--- src/rtl/lcd_regif_pkg.sv ---
package lcd_regif_pkg;
  localparam int AC_W = 7;
  localparam logic [7:0] SPACE_CODE = 8'h20;
  localparam logic [7:0] OP_CLEAR   = 8'h01;

  typedef enum logic [1:0] {
    SP_DISP = 2'd0,
    SP_CGEN = 2'd1,
    SP_SEG  = 2'd2,
    SP_ANN  = 2'd3
  } space_t;
endpackage

--- src/rtl/lcd_nibble_join.sv ---
module lcd_nibble_join (
  input  logic       clk,
  input  logic       rst_n,
  input  logic       wide,
  input  logic       stb,
  input  logic [7:0] din,
  output logic       first,
  output logic       done,
  output logic       nib_hi,
  output logic [7:0] byte_o
);
  logic       wide_q, phase_q, phase_n;
  logic [3:0] hold_q, hold_n;
  logic       up;

  // a width change forces the upper phase in the same cycle
  assign up     = (wide != wide_q) | phase_q;
  assign first  = stb & (wide | up);
  assign done   = stb & (wide | ~up);
  assign byte_o = wide ? din : {hold_q, din[7:4]};
  assign nib_hi = phase_q;

  always_comb begin
    hold_n  = hold_q;
    phase_n = up;
    if (wide) begin
      phase_n = 1'b1;
    end else if (stb) begin
      phase_n = ~up;
      if (up) hold_n = din[7:4];
    end
  end

  always_ff @(posedge clk or negedge rst_n) begin
    if (!rst_n) begin
      wide_q  <= 1'b1;
      phase_q <= 1'b1;
      hold_q  <= 4'h0;
    end else begin
      wide_q  <= wide;
      phase_q <= phase_n;
      hold_q  <= hold_n;
    end
  end
endmodule

--- src/rtl/lcd_busy_timer.sv ---
module lcd_busy_timer #(
  parameter int CYC = 4
) (
  input  logic clk,
  input  logic rst_n,
  input  logic load,
  output logic busy
);
  localparam int CW = $clog2(CYC + 1);
  logic [CW-1:0] cnt_q, cnt_n;

  always_comb begin
    cnt_n = cnt_q;
    if (load)              cnt_n = CW'(CYC);
    else if (cnt_q != '0)  cnt_n = cnt_q - 1'b1;
  end

  always_ff @(posedge clk or negedge rst_n) begin
    if (!rst_n) cnt_q <= '0;
    else        cnt_q <= cnt_n;
  end

  assign busy = (cnt_q != '0);
endmodule

--- src/rtl/lcd_addr_ctr.sv ---
module lcd_addr_ctr
  import lcd_regif_pkg::*;
#(
  parameter int DISP_DEPTH = 60,
  parameter int CG_DEPTH   = 32,
  parameter int SEG_DEPTH  = 16,
  parameter int ANN_DEPTH  = 16
) (
  input  logic            clk,
  input  logic            rst_n,
  input  logic            zero,
  input  logic            set,
  input  space_t          set_sp,
  input  logic [AC_W-1:0] set_val,
  input  logic            inc,
  output logic [AC_W-1:0] ac,
  output space_t          space
);
  logic [AC_W-1:0] ac_q, ac_n, last_cur, last_set;
  space_t          sp_q, sp_n;

  function automatic logic [AC_W-1:0] last_of(input space_t s);
    case (s)
      SP_DISP: last_of = AC_W'(DISP_DEPTH - 1);
      SP_CGEN: last_of = AC_W'(CG_DEPTH - 1);
      SP_SEG:  last_of = AC_W'(SEG_DEPTH - 1);
      default: last_of = AC_W'(ANN_DEPTH - 1);
    endcase
  endfunction

  assign last_cur = last_of(sp_q);
  assign last_set = last_of(set_sp);

  always_comb begin
    ac_n = ac_q;
    sp_n = sp_q;
    if (zero) begin
      ac_n = '0;
      sp_n = SP_DISP;
    end else if (set) begin
      sp_n = set_sp;
      ac_n = (set_val > last_set) ? '0 : set_val;
    end else if (inc) begin
      ac_n = (ac_q == last_cur) ? '0 : ac_q + 1'b1;
    end
  end

  always_ff @(posedge clk or negedge rst_n) begin
    if (!rst_n) begin
      ac_q <= '0;
      sp_q <= SP_DISP;
    end else begin
      ac_q <= ac_n;
      sp_q <= sp_n;
    end
  end

  assign ac    = ac_q;
  assign space = sp_q;
endmodule

--- src/rtl/lcd_host_regif.sv ---
module lcd_host_regif
  import lcd_regif_pkg::*;
#(
  parameter int DISP_DEPTH = 60,
  parameter int CG_DEPTH   = 32,
  parameter int SEG_DEPTH  = 16,
  parameter int ANN_DEPTH  = 16,
  parameter int CMD_BUSY   = 4
) (
  input  logic                clk,
  input  logic                rst_n,
  input  logic                host_wide,
  input  logic                host_rs,
  input  logic                host_rd,
  input  logic                host_stb,
  input  logic [7:0]          host_wdata,
  output logic [7:0]          host_rdata,
  output logic                ram_we,
  output logic                ram_re,
  output logic [1:0]          ram_space,
  output logic [AC_W-1:0]     ram_addr,
  output logic [7:0]          ram_wdata,
  input  logic [7:0]          ram_rdata
);
  localparam logic [AC_W-1:0] FILL_LAST = AC_W'(DISP_DEPTH - 1);

  logic            first, done, nib_hi;
  logic [7:0]      byte_w;
  logic            tmr_busy, busy;
  logic            instr_ok, dwr_ok, drd_ok, srd, is_clear;
  logic            set_en;
  space_t          set_sp, space;
  logic [AC_W-1:0] set_val, ac;
  logic            fill_on, fill_on_n;
  logic [AC_W-1:0] fill_idx, fill_idx_n;
  logic            we_q, we_n, re_q, re_n;
  space_t          sp_q, sp_n;
  logic [AC_W-1:0] addr_q, addr_n;
  logic [7:0]      wd_q, wd_n, rd_q, rd_n;

  lcd_nibble_join u_join (
    .clk(clk), .rst_n(rst_n), .wide(host_wide), .stb(host_stb),
    .din(host_wdata), .first(first), .done(done), .nib_hi(nib_hi),
    .byte_o(byte_w)
  );

  assign busy     = fill_on | tmr_busy;
  assign instr_ok = done  & ~host_rd & ~host_rs & ~busy;
  assign dwr_ok   = done  & ~host_rd &  host_rs & ~busy;
  assign drd_ok   = first &  host_rd &  host_rs & ~busy;
  assign srd      = first &  host_rd & ~host_rs;
  assign is_clear = instr_ok & (byte_w == OP_CLEAR);

  always_comb begin
    set_en  = 1'b0;
    set_sp  = SP_DISP;
    set_val = '0;
    if (instr_ok) begin
      if (byte_w[7]) begin
        set_en = 1'b1; set_sp = SP_DISP; set_val = byte_w[6:0];
      end else if (byte_w[6:5] == 2'b11) begin
        set_en = 1'b1; set_sp = SP_CGEN; set_val = AC_W'(byte_w[4:0]);
      end else if (byte_w[6:4] == 3'b100) begin
        set_en = 1'b1; set_sp = SP_SEG;  set_val = AC_W'(byte_w[3:0]);
      end else if (byte_w[6:4] == 3'b101) begin
        set_en = 1'b1; set_sp = SP_ANN;  set_val = AC_W'(byte_w[3:0]);
      end
    end
  end

  lcd_busy_timer #(.CYC(CMD_BUSY)) u_timer (
    .clk(clk), .rst_n(rst_n),
    .load((instr_ok & ~is_clear) | dwr_ok | drd_ok),
    .busy(tmr_busy)
  );

  lcd_addr_ctr #(
    .DISP_DEPTH(DISP_DEPTH), .CG_DEPTH(CG_DEPTH),
    .SEG_DEPTH(SEG_DEPTH), .ANN_DEPTH(ANN_DEPTH)
  ) u_ac (
    .clk(clk), .rst_n(rst_n), .zero(is_clear), .set(set_en),
    .set_sp(set_sp), .set_val(set_val), .inc(dwr_ok | drd_ok),
    .ac(ac), .space(space)
  );

  // fill sequencer: one display address per cycle
  always_comb begin
    fill_on_n  = fill_on;
    fill_idx_n = fill_idx;
    if (is_clear) begin
      fill_on_n  = 1'b1;
      fill_idx_n = '0;
    end else if (fill_on) begin
      if (fill_idx == FILL_LAST) fill_on_n = 1'b0;
      else                       fill_idx_n = fill_idx + 1'b1;
    end
  end

  // memory request and read-back registers
  always_comb begin
    we_n   = fill_on | dwr_ok;
    re_n   = drd_ok;
    sp_n   = fill_on ? SP_DISP : space;
    addr_n = fill_on ? fill_idx : ac;
    wd_n   = wd_q;
    if (fill_on)     wd_n = SPACE_CODE;
    else if (dwr_ok) wd_n = (space == SP_CGEN || space == SP_SEG) ?
                            {3'b000, byte_w[4:0]} : byte_w;
    rd_n = rd_q;
    if (srd)       rd_n = {busy, ac};
    else if (re_q) rd_n = ram_rdata;
  end

  always_ff @(posedge clk or negedge rst_n) begin
    if (!rst_n) begin
      fill_on  <= 1'b1;
      fill_idx <= '0;
      we_q     <= 1'b0;
      re_q     <= 1'b0;
      sp_q     <= SP_DISP;
      addr_q   <= '0;
      wd_q     <= '0;
      rd_q     <= '0;
    end else begin
      fill_on  <= fill_on_n;
      fill_idx <= fill_idx_n;
      we_q     <= we_n;
      re_q     <= re_n;
      sp_q     <= sp_n;
      addr_q   <= addr_n;
      wd_q     <= wd_n;
      rd_q     <= rd_n;
    end
  end

  assign ram_we     = we_q;
  assign ram_re     = re_q;
  assign ram_space  = sp_q;
  assign ram_addr   = addr_q;
  assign ram_wdata  = wd_q;
  assign host_rdata = host_wide ? rd_q :
                      {(nib_hi ? rd_q[3:0] : rd_q[7:4]), 4'h0};
endmodule

--- config.mk ---
export PLATFORM = sky130hd
export DESIGN_NAME = lcd_host_regif
export DESIGN_NICKNAME = d
export VERILOG_FILES = /design/src/rtl/lcd_regif_pkg.sv /design/src/rtl/lcd_nibble_join.sv /design/src/rtl/lcd_busy_timer.sv /design/src/rtl/lcd_addr_ctr.sv /design/src/rtl/lcd_host_regif.sv
export SDC_FILE = /design/constraint.sdc
export NUM_CORES = 1
export LEC_CHECK = 0
export BUFFER_PORTS_ARGS = -buffer_cell sky130_fd_sc_hd__buf_2
export CAP_MARGIN = 40
export CORE_AREA = 3 3 86 88
export DETAILED_ROUTE_END_ITERATION = 6
export DIE_AREA = 0 0 89 91
export PLACE_DENSITY_LB_ADDON = 0.1
export SYNTH_ARGS = -nofsm -noshare
export SYNTH_HDL_FRONTEND = slang
export SYNTH_SLANG_ARGS = --single-unit
--- constraint.sdc ---
create_clock -name clk -period 9.6 [get_ports clk]
set_input_delay 1.92 -clock clk [delete_from_list [all_inputs] [get_ports clk]]
set_output_delay 1.92 -clock clk [all_outputs]
set_load 0.05 [all_outputs]
==> impl_metrics.csv, run 1 <==
group,metric,value,unit
power_and_ir_drop,pwr_density_cell,118,nW/um2
synthesis,synth.area.mux_share,11.1,%
power_and_ir_drop,power_frac_seq,58.3,%
timing,hold_viol,0,
critical_path,worstPathArrival,3.15,ns
synthesis,ys_warn_count,0,
synthesis,synth_compound_area_share,14.4,%
critical_path,critical-path-top-delay-family,"buffers and inverters",
critical_path,cp.required,7.68,ns
power_and_ir_drop,leakage,0.00145,uW
cts,clock_path_buffers,2,
cts,worstSkewPairLatency,0.32,ns
global_routing,grt_overflow,0,
drt,vias,2235,
critical_path,cp_slowest_stage_delay,0.37,ns
floorplanning,die_area,8100,um2
critical_path,worstPathCellList,"buf_2 > nor2b_1 > mux2_2 > buf_2",
cts,htreeDepth,2,
global_routing,grt_max_degree,54,
cts,cts-root-buf,"clkbuf_8",
synthesis,netlist_area,2970,um2
power_and_ir_drop,p_sw,103,uW
run,maxCapViolations,0,
place,port_buffers,48,
drt,ant_nets,0,
critical_path,crit_top_cell,"buf_2",
outcome,status,"finished clean",
place,finalWeightedCongestion,0.882,
global_routing,grtUsageTotal,17.4,%
timing,max_slew_margin,47.5,%
timing,setup_viol,0,
layout,nets,360,
cts,post_cts_resized,0,
synthesis,synth.distinct_cells,59,
global_routing,grt_pass1_vias,2137,
timing,clock_skew,0.0134,ns
power_and_ir_drop,p_clk_share,32.4,%
synthesis,syn-num-nets,314,
critical_path,crit_slowest_cell,"mux2_2",
critical_path,critPathCaptureType,"output pin",
synthesis,ys_async_sr_fraction,100,%
floorplanning,core_area,6720,um2
power_and_ir_drop,power.total,396,uW
critical_path,critPathMaxFanout,27,
cts,path_clk_slew,0.10,ns
timing,rsz0062_at_grt,"no",
floorplanning,start_util,44.2,%
drt,drt_iter0_drc,87,
timing,drv_slew,0,
power_and_ir_drop,p_int,292,uW
synthesis,synth_top_family_by_area,"simple AND/OR/NAND/NOR gates",
synthesis,ys_ff_latch,53,
timing,tns,0,ns
floorplanning,die_w,89,um
layout,drive_above_1_share,27.9,%
timing,period_share,52.8,%
synthesis,synth-simple-area-share,20.5,%
timing,period_minus_slack,5.07,ns
synthesis,synthAdderAreaFrac,3.79,%
place,hpwl,4840,um
timing,worst_pin_slew,0.786,ns
critical_path,path_class,"in -> out",
global_routing,antenna_found_initial,0,
critical_path,r2r_slack,6.19,ns
drt,drc,0,
layout,diodes,0,
cts,cts_setup_buffers,0,
global_routing,grt_pass1_wl,10900,um
power_and_ir_drop,ir_drop,0.0634,mV
synthesis,synth_ff_type,"dfrtp_1",
drt,wl_per_cell,16.0,um
synthesis,yosys.area_share.xor_xnor,2.06,%
floorplanning,ios,49,
layout,syn_to_final_growth,12.8,%
drt,first_pass_iters,6,
drt,viasPerCell,5.45,
floorplanning,die_y,91,um
synthesis,synth.avg_cell_area,10.5,um2
cts,cts_tree,"done",
power_and_ir_drop,p_sw_share,26.1,%
critical_path,worstSetupStartpointType,"primary input",
synthesis,synth_edf_count,0,
timing,hold_slack,0.486,ns
critical_path,critPathBufInv,2,
floorplanning,rows,30,
cts,holdBufCountCts,0,
cts,clock-sinks,53,
synthesis,yosysSeqAreaShare,44.8,%
hold_path,holdCritPathClass,"reg -> reg",
power_and_ir_drop,pwr-share-comb,9.3,%
cts,numCtsBuffers,5,
drt,routed_wl,6550,um
timing,fmax,197,MHz
synthesis,syn_inst,283,
worst register-to-register path: stages, from the launching register on:
cell,delay [ns]
dfrtp_1,0.39
inv_1,0.08
ha_1,0.21
nor3b_2,0.31
or4b_4,0.57
nor3b_2,0.27
inv_1,0.07
ha_1,0.30
nand4_1,0.10
a211oi_1,0.29
o2111ai_2,0.23
or3_1,0.39
o311ai_1,0.10
cell type report:
cell class,count,area (um2)
multi-input combinational,209,1540
inverter,10,37.5
timing repair buffer,50,255
tap,80,100
sequential,53,1330
fill,657,3370
clock buffer,6,72.6
clock inverter,2,15.0
power groups by stage:
stage	Sequential, uW	Combinational (uW)	Clock, uW
finish	230	36.9	128
floorplan	234	21.6	0
detailed placement	235	37.3	0
global placement	235	37.1	0
CTS	231	37.4	134
global route	231	41.3	143
cells by family after synthesis:
family,count (synthesis)
flip-flops,53
AO/OA/AOI/OAI,57
XOR/XNOR,7
AND/OR/NAND/NOR,105
buffers and inverters,21
multiplexers,31
adder cells (fa/ha/maj),9
final timing paths:
check | start | end | depth (start not counted)
worst max-delay path | host_wide | host_rdata[4] | 4
worst min-delay path | u_ac.space[1] | u_ac.space[1] | 1
worst max register to register | u_timer.cnt_q[0] | u_ac.ac[4] | 12
worst min register to register | u_ac.space[1] | u_ac.space[1] | 1
max in group asynchronous | rst_n | ram_wdata[1] | 2
min in group asynchronous | rst_n | u_ac.ac[3] | 2
per-layer routing:
metal	GRT usage [%]	share of wire, %	wire length [um]
met1	24.9	48	3130
met2	26.2	45	2950
met3	3.90	6.0	396
met4	5.09	1.2	76
met5	0	0	0
synth_stat cells, types with 4 or more instances:
cell type   n  share of area, %
dfrtp_1    50                42
nor2_1     27               3.4
nand2_1    20               2.5
mux2i_1    16               5.4
mux2_2     15               5.7
nor3_1     11               1.9
inv_1      10               1.3
o21ai_0    10               1.7
ha_1        9               3.8
o21ai_1     8               1.3
nand3_1     7               1.2
a211oi_1    6               1.5
a21oi_1     5              0.84
clkbuf_1    5              0.63
and2_1      4              0.84
nand2b_1    4              0.84
nand3b_1    4               1.0
xnor2_1     4               1.2
state kept, by name, indices dropped and copies added (netlist names), 2 cells and up:
signal         flops
u_join.hold_q      4
ram_wdata          8
rd_q               8
fill_idx           7
u_timer.cnt_q      3
u_ac.ac            7
ram_addr           7
u_ac.space         2
ram_space          2
metrics by stage:
stage	area (um2)	util, %	setup WS, ns	std cells
final	3350	49.9	4.53	410
after global routing	3350	49.9	4.45	410
after CTS	3350	49.9	4.51	410
after detailed placement	3260	48.6	4.51	402
after global placement	3260	48.5	4.52	401
after floorplan	2970	-	4.50	283
layout by cell type, fill, tap and decap left out, types with 3 or more instances in the layout:
cell      count
o21a_1        3
inv_1        10
dfstp_2       3
clkbuf_8      5
xnor2_1       4
a211o_1       3
mux2_2       15
ha_1          9
nor2_1       27
nand3_1       7
nand2_1      20
o21ai_0      10
and2_1        4
nand3b_1      4
xor2_1        3
a211oi_1      6
mux2i_1      16
buf_2        48
o21ai_1       8
nor3b_2       3
nand4_1       3
a21oi_1       5
nor3_1       11
dfrtp_1      50
or3_1         3
nor2b_1       3
o221ai_1      3
nand2b_1      4
Power figures use the tool's default switching activity.
==> run 2: changes to the inputs <==
clock period = 4.3 ns   (was 9.6 ns; I/O delays follow)
==> impl_metrics.csv, run 2 (synthesis gave the netlist of run 1 again) <==
group,metric,value,unit
outcome,status,"finished clean",
drt,wl_per_cell,16.3,um
drt,routed_wl,6700,um
power_and_ir_drop,pwr_density_cell,280,nW/um2
timing,setup_viol,0,
floorplanning,start_util,44.2,%
hold_path,holdCritPathClass,"in -> async",
global_routing,grtUsageTotal,17.6,%
layout,mostFrequentLayoutCells,"dfrtp_1 (50), buf_2 (48), nor2_1 (27)",
cts,worstSkewPairLatency,0.31,ns
critical_path,cp.required,4.51,ns
drt,drc,0,
cts,htreeDepth,2,
critical_path,critPathMaxFanout,16,
timing,period_minus_slack,3.51,ns
layout,diodes,0,
global_routing,grt_overflow,0,
floorplanning,core_area,6720,um2
layout,multi_input_area,1540,um2
timing,hold_viol,0,
drt,viasPerCell,5.44,
floorplanning,ios,49,
critical_path,crit_slowest_cell,"or4b_4",
cts,cts_tree,"done",
cts,numCtsBuffers,5,
floorplanning,die_y,91,um
floorplanning,rows,30,
cts,holdBufCountCts,0,
cts,post_cts_resized,0,
critical_path,worstSetupStartpointType,"primary input",
power_and_ir_drop,ir_drop,0.125,mV
layout,layout_commonest_cell,"dfrtp_1",
global_routing,antenna_found_initial,0,
timing,fmax,285,MHz
place,finalWeightedCongestion,0.867,
drt,first_pass_iters,4,
timing,worst_pin_slew,0.713,ns
floorplanning,die_area,8100,um2
power_and_ir_drop,power.total,952,uW
cts,cts-root-buf,"clkbuf_8",
layout,drive_above_1_share,28.3,%
cts,clock_path_buffers,2,
critical_path,worstPathArrival,3.72,ns
timing,tns,0,ns
drt,ant_nets,0,
timing,max_slew_margin,51.8,%
drt,drt_iter0_drc,148,
place,port_buffers,48,
place,hpwl,5060,um
global_routing,grt_pass1_wl,11100,um
global_routing,grt_max_degree,35,
timing,clock_skew,0.00838,ns
critical_path,worstPathCellList,"buf_2 > o21ba_4 > or4b_4 > nor3b_2 > inv_1 > ha_1 > nand4b_1 > a211oi_1 > o2111ai_2 > or3_1 > o311ai_1",
timing,rsz0062_at_grt,"no",
power_and_ir_drop,leakage,0.00148,uW
run,maxCapViolations,0,
critical_path,critPathCaptureType,"register",
layout,instances_no_fill,412,
timing,period_share,81.6,%
critical_path,path_class,"in -> reg",
critical_path,cp_slowest_stage_delay,0.58,ns
timing,drv_slew,0,
cts,clock-sinks,53,
floorplanning,die_w,89,um
drt,vias,2241,
global_routing,grt_pass1_vias,2192,
layout,n_fill_cell,647,
layout,syn_to_final_growth,14.3,%
layout,nets,362,
place,dpl.cell_count,404,
layout,regArea,1330,um2
cts,path_clk_slew,0.10,ns
cts,cts_setup_buffers,0,
==> run 2: report_power, final <==
group          switching (uW)  total [uW]  leakage [uW]  internal (uW)
sequential               8.88         515      0.000667            507
clock                     163         353     0.0000585            190
combinational            52.2        83.6      0.000754           31.4
==> run 2: path summary, 6_finish.rpt <==
check                           slack, ns           end              from  cells after the start
worst min-delay path                 0.50   ram_addr[5]             rst_n                      1
min in group clk                     0.50  ram_wdata[5]      ram_wdata[5]                      1
worst max register to register       0.82    u_ac.ac[4]  u_timer.cnt_q[0]                     12
worst max-delay path                 0.79    u_ac.ac[4]         host_wide                     11
worst min register to register       0.50  ram_wdata[5]      ram_wdata[5]                      1
max in group asynchronous            2.96       fill_on             rst_n                      2
==> run 2: critical path: cells and delay by family <==
| family | cells | cell delay (ns) |
|---|---|---|
| and+or+nand+nor | 4 | 1.34 |
| AOI/OAI and AO/OA | 4 | 0.87 |
| buffers and inverters | 2 | 0.35 |
| adders and majority gates | 1 | 0.29 |
==> run 2: cell type report <==
class / instances / area share [%]
Multi-Input combinational cell: 209 / 45.4
Clock inverter: 1 / 0.885
Inverter: 10 / 1.11
Timing Repair Buffer: 52 / 7.96
Tap cell: 80 / 2.95
Clock buffer: 7 / 2.54
Sequential cell: 53 / 39.2
==> run 2: layer usage <==
layer / part of all wire [%] / wire length, um / up-vias / GRT usage [%]
met4: 1.4 / 91 / 0 / 5.33
met2: 45 / 3020 / 57 / 27.0
met5: 0 / 0 / - / 0
met1: 48 / 3250 / 1047 / 25.0
li1: - / - / 1130 / -
met3: 5.1 / 345 / 7 / 3.09
==> run 2: metrics by stage <==
stage               setup slack [ns]  cell area, um2  hold slack (ns)  util, %
CTS                            0.799            3390            0.504     50.5
floorplan                      0.847            2970            0.450        -
global placement               0.540            3270            0.465     48.7
global route                   0.611            3390            0.521     50.5
detailed placement             0.461            3280            0.483     48.8
finish                         0.789            3390            0.502     50.5
